### config.mk
export PLATFORM = sky130hd
export DESIGN_NAME = jtag_launch_timer
export DESIGN_NICKNAME = d
export VERILOG_FILES = /design/src/rtl/jlt_pkg.sv /design/src/rtl/jlt_link_pipe.sv /design/src/rtl/jlt_ofs_launch.sv /design/src/rtl/jtag_launch_timer.sv
export SDC_FILE = /design/constraint.sdc
export NUM_CORES = 1
export LEC_CHECK = 0
export ABC_AREA = 1
export BUFFER_PORTS_ARGS = -buffer_cell sky130_fd_sc_hd__buf_4
export CORE_ASPECT_RATIO = 1.1
export CORE_UTILIZATION = 55
export CTS_BUF_LIST = sky130_fd_sc_hd__clkbuf_4 sky130_fd_sc_hd__clkbuf_8 sky130_fd_sc_hd__clkbuf_16
export DETAILED_ROUTE_END_ITERATION = 10
export PLACE_DENSITY = 0.75
export SKIP_LAST_GASP = 1
export SLEW_MARGIN = 20
export SYNTH_ARGS = -nofsm -noshare
export SYNTH_HDL_FRONTEND = slang
export SYNTH_SLANG_ARGS = --single-unit
### constraint.sdc
create_clock -name clk -period 1.8 [get_ports clk]
set_input_delay 0.27 -clock clk [delete_from_list [all_inputs] [get_ports clk]]
set_output_delay 0.27 -clock clk [all_outputs]
set_load 0.01 [all_outputs]
### src/rtl/jlt_pkg.sv
package jlt_pkg;
  localparam int LNK_MIN  = 3;
  localparam int LNK_MAX  = 5;
  localparam int LNK_W    = $clog2(LNK_MAX + 1);
  localparam int OFS_MAX  = 7;
  localparam int OFS_IN_W = 4;
  localparam int CNT_W    = $clog2(OFS_MAX + 2);

  typedef struct packed {
    logic tms;
    logic tdi;
  } jpair_t;

  function automatic logic [LNK_W-1:0] clamp_lnk(input logic [LNK_W-1:0] v);
    if (v < LNK_W'(LNK_MIN))      return LNK_W'(LNK_MIN);
    else if (v > LNK_W'(LNK_MAX)) return LNK_W'(LNK_MAX);
    else                          return v;
  endfunction

  function automatic logic [CNT_W-1:0] clamp_ofs(input logic [OFS_IN_W-1:0] v);
    if (v > OFS_IN_W'(OFS_MAX)) return CNT_W'(OFS_MAX);
    else                        return CNT_W'(v);
  endfunction
endpackage

### src/rtl/jlt_link_pipe.sv
module jlt_link_pipe #(
  parameter int DEPTH = 5,
  parameter int W     = 2,
  parameter int SEL_W = 3
) (
  input  logic             clk,
  input  logic             rst_n,
  input  logic             adv,
  input  logic             take,
  input  logic [W-1:0]     d,
  input  logic [SEL_W-1:0] sel,
  output logic [W-1:0]     q
);
  logic [W-1:0] st [DEPTH];

  // stage 0 keeps the last accepted pair when nothing new transfers
  always_ff @(posedge clk or negedge rst_n) begin
    if (!rst_n)           st[0] <= '1;
    else if (adv && take) st[0] <= d;
  end

  for (genvar i = 1; i < DEPTH; i++) begin : g_stage
    always_ff @(posedge clk or negedge rst_n) begin
      if (!rst_n)   st[i] <= '1;
      else if (adv) st[i] <= st[i-1];
    end
  end

  always_comb begin
    q = st[0];
    for (int i = 0; i < DEPTH; i++)
      if (sel == SEL_W'(i + 1)) q = st[i];
  end

  AST_PIPE_HOLD: assert property (@(posedge clk) disable iff (!rst_n)
    !adv |=> $stable(st[DEPTH-1]));
endmodule

### src/rtl/jlt_ofs_launch.sv
module jlt_ofs_launch #(
  parameter int CW = 4
) (
  input  logic          clk,
  input  logic          rst_n,
  input  logic          fire,
  input  logic [CW-1:0] ofs,
  input  logic          d,
  output logic          q
);
  logic          armed;
  logic          pend;
  logic [CW-1:0] cnt;

  always_ff @(posedge clk or negedge rst_n) begin
    if (!rst_n) begin
      armed <= 1'b0;
      pend  <= 1'b1;
      cnt   <= '0;
      q     <= 1'b1;
    end else if (fire) begin
      armed <= 1'b1;
      pend  <= d;
      cnt   <= ofs;
    end else if (armed) begin
      if (cnt == '0) begin
        q     <= pend;
        armed <= 1'b0;
      end else begin
        cnt <= cnt - 1'b1;
      end
    end
  end

  AST_LOAD_AT_ZERO: assert property (@(posedge clk) disable iff (!rst_n)
    !$stable(q) |-> ($past(armed) && $past(cnt) == '0));
endmodule

### src/rtl/jtag_launch_timer.sv
module jtag_launch_timer
  import jlt_pkg::*;
(
  input  logic                clk,
  input  logic                rst_n,
  input  logic                ret_rise,
  input  logic                ret_fall,
  input  logic                fall_mode,
  input  logic [OFS_IN_W-1:0] tms_ofs,
  input  logic [OFS_IN_W-1:0] tdi_ofs,
  input  logic [LNK_W-1:0]    link_dly,
  input  logic                in_valid,
  input  logic                in_tms,
  input  logic                in_tdi,
  output logic                in_ready,
  output logic                tms_o,
  output logic                tdi_o
);
  localparam int NSIG = 2;

  logic             launch;
  logic [LNK_W-1:0] lnk_eff;
  logic [CNT_W-1:0] tms_oe, tdi_cl, tdi_oe;
  jpair_t           in_pair, due_pair;
  logic [CNT_W-1:0] ofs_v [NSIG];
  logic             d_v   [NSIG];
  logic             q_v   [NSIG];

  assign launch   = fall_mode ? ret_fall : ret_rise;
  assign in_ready = launch;
  assign in_pair  = '{tms: in_tms, tdi: in_tdi};

  always_comb begin
    lnk_eff = clamp_lnk(link_dly);
    tms_oe  = clamp_ofs(tms_ofs);
    tdi_cl  = clamp_ofs(tdi_ofs);
    tdi_oe  = (tdi_cl == tms_oe) ? tdi_cl + 1'b1 : tdi_cl;
  end

  jlt_link_pipe #(.DEPTH(LNK_MAX), .W($bits(jpair_t)), .SEL_W(LNK_W)) u_pipe (
    .clk   (clk),
    .rst_n (rst_n),
    .adv   (launch),
    .take  (in_valid),
    .d     (in_pair),
    .sel   (lnk_eff),
    .q     (due_pair)
  );

  assign ofs_v[0] = tms_oe;
  assign ofs_v[1] = tdi_oe;
  assign d_v[0]   = due_pair.tms;
  assign d_v[1]   = due_pair.tdi;

  for (genvar g = 0; g < NSIG; g++) begin : g_pin
    jlt_ofs_launch #(.CW(CNT_W)) u_launch (
      .clk   (clk),
      .rst_n (rst_n),
      .fire  (launch),
      .ofs   (ofs_v[g]),
      .d     (d_v[g]),
      .q     (q_v[g])
    );
  end

  assign tms_o = q_v[0];
  assign tdi_o = q_v[1];

  AST_NO_SAME_STEP: assert property (@(posedge clk) disable iff (!rst_n)
    !(!$stable(tms_o) && !$stable(tdi_o)));
  AST_STROBE_EXCL: assert property (@(posedge clk) disable iff (!rst_n)
    !(ret_rise && ret_fall));
  AST_READY_IDLE: assert property (@(posedge clk) disable iff (!rst_n)
    (!ret_rise && !ret_fall) |-> !in_ready);
endmodule

## After elaboration in Yosys (flattened, before gate mapping)

Index checks and enable logic that the tools add are counted.

- Register bits: 24
- Input bits: 19
- Output and inout bits: 3
- Word-level logic and storage cells: 59

- $add $sub $neg: 3
- Order comparisons: 4
- Equality and inequality tests: 7
- Muxes and demuxes: 22
- Bitwise gates (word level): 1
- Reduce and logical (&&, ||, !) cells: 9

Operator list:

| operator | count |
|---|---|
| $mux W4 | 9 |
| $gt A4 B3 Y1 const B | 2 |
| $logic_not A4 Y1 | 2 |
| $mux W2 | 4 |
| $sub A4 B1 Y4 const B | 2 |
| $mux W1 | 7 |
| $eq A3 B2 Y1 const B | 2 |
| $eq A3 B3 Y1 const B | 2 |
| $mux W3 | 2 |
| $reduce_and A3 Y1 | 2 |
| $add A4 B1 Y4 const B | 1 |
| $eq A4 B4 Y1 | 1 |
| $ne A2 B2 Y1 const B | 2 |
| $reduce_and A2 Y1 | 2 |
| $reduce_bool A2 Y1 | 2 |
| $gt A3 B3 Y1 const B | 1 |
| $lt A3 B2 Y1 const B | 1 |
| $logic_and A1 B1 Y1 | 1 |
| $not A1 Y1 | 1 |

## Logic depth before layout (Yosys ltp)

Gate-level depths: netlist of the first run.

- Word-level depth: 8
- Depth in mapped cells: 10

## Modules after synthesis

From an unflattened synthesis of the first run, not the netlist that was laid out.

- Cell total of the unflattened synthesis: 217
- Area total of the unflattened synthesis: 1516.5 um2

By module, submodules not included:

| module | instances | cells each | area an instance (um2) | seq. area each (um2) |
|---|---|---|---|---|
| jlt_ofs_launch | 2 | 55 | 395.4 | 177.7 |
| jlt_link_pipe | 1 | 60 | 504.2 | 262.8 |
| jtag_launch_timer | 1 | 47 | 221.5 | 0.0 |

## Least setup slack after synthesis of the first run

OpenSTA, ideal clock, no wires.

- Path type: register to register
- Start point: reg g_pin[1].u_launch.cnt[0]
- End point: reg g_pin[1].u_launch.cnt[1]
- Library setup time: 0.077 ns
- Arrival: 1.233 ns
- Data required time: 1.723 ns
- Path slack: 0.490 ns
- Stages on the path, launching flop included: 11
- Path buffers: 0
- Clock period less this slack: 1.310 ns
- Cell sequence: dfrtp_1 -> inv_1 -> ha_1 -> inv_1 -> nor2_1 -> nand2_1 -> nand2_1 -> nand2_1 -> inv_1 -> nor2_1 -> a21oi_1

- Word-level cells in the longest chain between the ends: 4

Ends and longest elaborated chain:

| element | line | text |
|---|---|---|
| start, declared | jlt_ofs_launch.sv:13 | `logic [CW-1:0] cnt;` |
| start signal, assigned | jlt_ofs_launch.sv:24 | `cnt <= ofs;` |
| start signal, assigned | jlt_ofs_launch.sv:30 | `cnt <= cnt - 1'b1;` |
| $sub A4 B1 Y4 | jlt_ofs_launch.sv:30 |  |
| $mux W4 | jlt_ofs_launch.sv:26 | `if (cnt == '0) begin` |
| $mux W4 | jlt_ofs_launch.sv:25 | `end else if (armed) begin` |
| $mux W4 | jlt_ofs_launch.sv:21 | `end else if (fire) begin` |

Several ways; a longest one is shown, not always the timed one. The select of a mux whose other input is x is not followed.
A chain may end at the register's enable or synchronous reset.

## Worst setup path after layout of the first run

Ends and elaborated chain as after synthesis.

==> results of run 1 <==
==> per-stage QoR <==
stage	utilization, %	cell area, um^2	total power, uW	worst slack (ns)
after floorplan	-	1370	1150	0.490
after global placement	67.5	1550	1290	0.354
after detailed placement	67.5	1550	1310	0.287
after CTS	70.2	1610	1690	0.259
after global routing	70.2	1610	1810	0.0642
final	70.2	1610	1680	0.251
==> area by class of cell <==
| class | instances | area share, % |
|---|---|---|
| inverters | 27 | 6.28 |
| well taps | 30 | 2.33 |
| clock buffers | 3 | 1.40 |
| repair buffers | 23 | 11.6 |
| flip-flops and latches | 24 | 38.3 |
| clock inverters | 1 | 1.86 |
| multi-input cells | 123 | 38.2 |
==> layer usage <==
| metal | track usage (%) | share of wire [%] | vias up |
|---|---|---|---|
| li1 | - | - | 607 |
| met1 | 26.0 | 47 | 546 |
| met2 | 37.4 | 48 | 28 |
| met3 | 3.89 | 4.1 | 4 |
| met4 | 9.52 | 1.1 | 0 |
| met5 | 0 | 0 | - |
==> registers in the layout, summed over array words and instances (netlist names) <==
name / count
u_pipe.st: 10
g_pin.u_launch.cnt: 8
g_pin.u_launch.armed: 2
g_pin.u_launch.pend: 2
g_pin.u_launch.q: 2
==> final timing paths <==
path	startpoint	end	slack [ns]	depth (start not counted)
max in group asynchronous	rst_n	g_pin[1].u_launch.q	1.14	2
setup / recovery	g_pin[1].u_launch.cnt[0]	g_pin[1].u_launch.cnt[1]	0.25	10
hold reg to reg	u_pipe.st[1]	u_pipe.st[1]	0.48	2
setup reg to reg	g_pin[1].u_launch.cnt[0]	g_pin[1].u_launch.cnt[1]	0.25	10
min in group asynchronous	rst_n	g_pin[0].u_launch.armed	0.37	2
hold / removal	in_tms	u_pipe.st[9]	0.19	2
==> synth_stat cells <==
| library cell | instances | share of area [%] |
|---|---|---|
| a21oi_1 | 6 | 2.2 |
| a31oi_1 | 2 | 0.91 |
| buf_2 | 1 | 0.36 |
| buf_4 | 1 | 0.55 |
| buf_6 | 2 | 1.6 |
| dfrtp_1 | 10 | 18 |
| dfstp_2 | 14 | 27 |
| ha_1 | 4 | 3.7 |
| inv_1 | 26 | 7.1 |
| inv_2 | 1 | 0.27 |
| mux2_2 | 4 | 3.3 |
| nand2_1 | 56 | 15 |
| nand2_2 | 1 | 0.46 |
| nand3_1 | 7 | 2.6 |
| nand3_2 | 1 | 0.73 |
| nand4_1 | 3 | 1.4 |
| nor2_1 | 19 | 5.2 |
| nor3_1 | 1 | 0.36 |
| nor3_2 | 1 | 0.73 |
| o211ai_1 | 1 | 0.55 |
| o21ai_0 | 9 | 3.3 |
| o21ai_1 | 2 | 0.73 |
| o21ai_2 | 1 | 0.64 |
| o221ai_1 | 1 | 0.64 |
| o31ai_1 | 1 | 0.55 |
| or3_1 | 1 | 0.46 |
| xor2_1 | 2 | 1.3 |
==> power breakdown <==
| part | leakage (uW) | internal (uW) | total (uW) | switching (uW) |
|---|---|---|---|---|
| logic | 0.000544 | 216 | 495 | 279 |
| registers | 0.000260 | 730 | 804 | 73.9 |
| clock network | 0.0000279 | 225 | 381 | 156 |
==> cells by family after synthesis <==
| group | Yosys count | synth area share (%) |
|---|---|---|
| xor+xnor | 2 | 1.28 |
| simple gates | 90 | 27.2 |
| buf+inv | 31 | 9.95 |
| compound gates | 23 | 9.50 |
| flops | 24 | 45.1 |
| fa+ha+maj | 4 | 3.65 |
| mux | 4 | 3.29 |
==> results.sh, run 1 <==
export IMPL_rsz0062_at_grt="false"
export IMPL_cts_hold_buffers=1
export IMPL_period_needed_ns=1.55
export IMPL_worstMarginPinSlew_ns=0.325
export IMPL_grt_antenna_before_repair=0
export IMPL_fill_cells=217
export IMPL_ys_seq_elements=24
export IMPL_dp_hpwl_um=1920
export IMPL_die_w_um=49.6
export IMPL_routabilityCongestion=0.802
export IMPL_area_growth_pct=17.7
export IMPL_rows=18
export IMPL_nNetsFinal=225
export IMPL_hold_violations=0
export IMPL_first_global_vias=1089
export IMPL_ios=22
export IMPL_ys_types=27
export IMPL_seq_area_um2=618
export IMPL_multi_input_area_um2=616
export IMPL_cts_repair_resized=0
export IMPL_drv_cap=0
export IMPL_synth_nets=201
export IMPL_grt_max_degree=25
export IMPL_setup_violations=0
export IMPL_cts_clk_slew_worst_paths_ns=0.13
export IMPL_endpoint_kind="register"
export IMPL_drive_above_1_share_pct=24.4
export IMPL_status="finished, final reports clean"
export IMPL_cts_tree="built"
export IMPL_dp_cells=226
export IMPL_fin_tns_setup_ns=0
export IMPL_cts_root_buffer="clkbuf_4"
export IMPL_cp_data_arrival_time_ns=1.79
export IMPL_min_period_over_period_pct=86.1
export IMPL_port_buffers=21
export IMPL_cts_sinks=24
export IMPL_routed_via_density=5.13
export IMPL_crit_buf_inv=3
export IMPL_htree_levels=1
export IMPL_drt_iter0_drc=18
export IMPL_syn_cell_area_mm2=0.00137
export IMPL_yosysSeqAreaShare_pct=45.1
export IMPL_wire_per_inst_um=11.2
export IMPL_start_kind="register"
export IMPL_skew_ns=0.00262
export IMPL_antennaDiodeCount=0
export IMPL_numCtsBuffers=3
export IMPL_crit_family="simple AND/OR/NAND/NOR gates"
export IMPL_drc=0
export IMPL_ir_drop_v=0.000816
export IMPL_totalWireLength_um=2580
export IMPL_grt_overflow=0
export IMPL_grt_usage_pct=21.4
export IMPL_design_core_area_mm2=0.00230
export IMPL_start_util_pct=59.6
export IMPL_post_cts_setup_buffer_count=0
export IMPL_drt_pass1_iter_count=4
export IMPL_fin_cells=231
export IMPL_critPathMaxFanout=6
export IMPL_final_max_slew_viol_count=0
export IMPL_critical_path_required_ns=2.04
export IMPL_num_vias=1185
export IMPL_critical_path_class="register to register"
export IMPL_ant_nets=0
export IMPL_yosys_warnings=0
export IMPL_final_cell_mix="56 x nand2_1, 26 x inv_1, 21 x buf_4, 19 x nor2_1, 14 x dfstp_2"
export IMPL_synth_avg_cell_area_um2=7.70
export IMPL_grt_pass1_wl_um=4340
export IMPL_dieArea_mm2=0.00269
export IMPL_p_leak_uw=0.000832
export IMPL_powerDensity_mw_per_mm2=1040
export IMPL_critPathMaxStageDelay_ns=0.41
export IMPL_max_slew_margin_pct=78.3
export IMPL_netlist_instances=178
export IMPL_fin_hold_ws_ns=0.186
export IMPL_die_height_um=54.3
export IMPL_max_freq_ghz=0.645
export IMPL_crit_chain="inv_1, ha_1, inv_1, nor2_1, nand2_1, nand2_1, nand2_1, inv_1, nor2_1, a21oi_1"
export IMPL_critPathSlowestCell="dfrtp_1"
export IMPL_cts_buffer_depth=2
export IMPL_layout_commonest_cell="nand2_1"
export IMPL_hold_path_class="input port to register"
export IMPL_insertion_delay_ns=0.31
(Power assumes the default switching activity.)
==> run 2, diff against run 1 <==
--- a/config.mk
+++ b/config.mk
@@ -8,6 +8,7 @@
 export ABC_AREA = 1
 export BUFFER_PORTS_ARGS = -buffer_cell sky130_fd_sc_hd__buf_4
 export CORE_ASPECT_RATIO = 1.1
+export CORE_MARGIN = 2
 export CORE_UTILIZATION = 55
 export CTS_BUF_LIST = sky130_fd_sc_hd__clkbuf_4 sky130_fd_sc_hd__clkbuf_8 sky130_fd_sc_hd__clkbuf_16
 export DETAILED_ROUTE_END_ITERATION = 10
==> run 2 against run 1 <==
Effect of this change:
- worst setup slack better by 0.015 ns
- combinational power about the same
- critical path type unchanged
- sequential power hardly changed
- sequential share of layout area is the same
- first-iteration DRC count grew 39%
- clock-buffer cell count did not move
- clock power hardly changed
- die area rose by 7.9%
- highest routed layer unchanged
- clock skew increased by 0.0024 ns
==> results.sh, run 2 (synthesis results as in run 1) <==
export IMPL_period_needed_ns=1.53
export IMPL_numCtsBuffers=3
export IMPL_grt_use_met1_pct=26.4
export IMPL_drt_iter0_drc=25
export IMPL_cts_sinks=24
export IMPL_grt_use_met2_pct=31.5
export IMPL_die_w_um=51.6
export IMPL_critical_path_required_ns=2.04
export IMPL_design_core_area_mm2=0.00230
export IMPL_powerDensity_mw_per_mm2=1040
export IMPL_critPathMaxStageDelay_ns=0.41
export IMPL_grt_usage_pct=19.6
export IMPL_port_buffers=21
export IMPL_htree_levels=1
export IMPL_status="finished, final reports clean"
export IMPL_grt_overflow=0
export IMPL_rows=18
export IMPL_critPathSlowestCell="dfrtp_1"
export IMPL_ant_nets=0
export IMPL_largest_register_ffs=10
export IMPL_dp_hpwl_um=1890
export IMPL_grt_use_met3_pct=3.46
export IMPL_drv_cap=0
export IMPL_cts_repair_resized=0
export IMPL_dpl_cell_area_mm2=0.00155
export IMPL_routed_via_density=5.11
export IMPL_insertion_delay_ns=0.31
export IMPL_antennaDiodeCount=0
export IMPL_final_max_slew_viol_count=0
export IMPL_first_global_vias=1074
export IMPL_ios=22
export IMPL_grt_antenna_before_repair=0
export IMPL_layout_commonest_cell="nand2_1"
export IMPL_p_leak_uw=0.000832
export IMPL_hold_path_class="input port to register"
export IMPL_nNetsFinal=225
export IMPL_fin_tns_setup_ns=0
export IMPL_fin_area_mm2=0.00161
export IMPL_critPathMaxFanout=6
export IMPL_cts_buffer_depth=2
export IMPL_power_total_uw=1680
export IMPL_post_cts_setup_buffer_count=0
export IMPL_drc=0
export IMPL_max_slew_margin_pct=78.8
export IMPL_busiest_layer="met2"
export IMPL_wire_per_inst_um=10.8
export IMPL_rsz0062_at_grt="false"
export IMPL_ir_drop_v=0.000782
export IMPL_dieArea_mm2=0.00291
export IMPL_cp_data_arrival_time_ns=1.78
export IMPL_start_kind="register"
export IMPL_drt_pass1_iter_count=4
export IMPL_top_regs="u_pipe.st x10, g_pin.u_launch.cnt x8"
export IMPL_routabilityCongestion=0.776
export IMPL_min_period_over_period_pct=85.3
export IMPL_endpoint_kind="register"
export IMPL_setup_slack_ns=0.265
export IMPL_cts_tree="built"
export IMPL_cts_clk_slew_worst_paths_ns=0.13
export IMPL_area_growth_pct=17.7
export IMPL_fin_util_pct=70.2
export IMPL_place_ws_ns=0.293
export IMPL_max_freq_ghz=0.652
export IMPL_cts_root_buffer="clkbuf_4"
export IMPL_die_height_um=56.3
export IMPL_worstMarginPinSlew_ns=0.317
export IMPL_grt_max_degree=25
export IMPL_totalWireLength_um=2500
export IMPL_skew_ns=0.00499
export IMPL_final_cell_mix="56 x nand2_1, 26 x inv_1, 21 x buf_4, 19 x nor2_1, 14 x dfstp_2"
export IMPL_start_util_pct=59.6
export IMPL_num_vias=1180
export IMPL_hold_violations=0
export IMPL_setup_violations=0
export IMPL_grt_pass1_wl_um=4420
export IMPL_regMostFlops="u_pipe.st"
export IMPL_crit_chain="inv_1, ha_1, inv_1, nor2_1, nand2_1, nand2_1, nand2_1, inv_1, nor2_1, a21oi_1"
export IMPL_drive_above_1_share_pct=24.4
export IMPL_critical_path_class="register to register"
## run 2: cell counts in the layout (fill, tap and decap cells not counted)
Identical to the previous run, type by type.
## run 2: per-stage QoR
step                      std cells  hold slack, ns
after CTS                       231           0.170
after global routing            231           0.158
final                           231           0.183
after detailed placement        226           0.184
after floorplan                 178         -0.0256
after global placement          226           0.178
## run 2: repair_timing
action                                  CTS  global route
hold endpoints to repair                 10             0
hold buffers                              1             0
endpoints found under the setup margin    0             0
## run 2: path summary, 6_finish.rpt
check	slack, ns	start	cells past startpoint	end
worst max-delay path	0.27	g_pin[1].u_launch.cnt[0]	10	g_pin[1].u_launch.cnt[1]
worst min-delay path	0.18	in_tms	2	u_pipe.st[9]
worst max register to register	0.27	g_pin[1].u_launch.cnt[0]	10	g_pin[1].u_launch.cnt[1]
worst min register to register	0.48	u_pipe.st[0]	2	u_pipe.st[0]
max in group asynchronous	1.14	rst_n	2	g_pin[1].u_launch.pend
min in group asynchronous	0.37	rst_n	2	g_pin[0].u_launch.armed
## run 2: final cells by class
cell class,instances,area [um^2]
sequential,24,618
timing repair buffer,23,188
tap,30,37.5
clock buffer,3,22.5
multi-input combinational,123,616
inverter,27,101
fill,209,684
clock inverter,1,30.0
## run 2: critical path, delay by kind of cell (launching register included)
family / cells / cell delay, ns
fa+ha+maj: 1 / 0.16
flops: 1 / 0.41
simple gates: 5 / 0.54
compound gates: 1 / 0.13
buf+inv: 3 / 0.22
## run 2: per-layer routing
layer	wire [um]	vias to the layer above
met5	0	-
li1	-	608
met4	14	0
met3	139	2
met2	1170	31
met1	1180	539
## run 2: where the power goes
part	leakage [uW]	switching, uW	total (uW)	internal [uW]
combinational	0.000544	278	494	216
clock	0.0000279	156	381	225
sequential	0.000260	72.1	802	730
total	0.000832	506	1680	1170
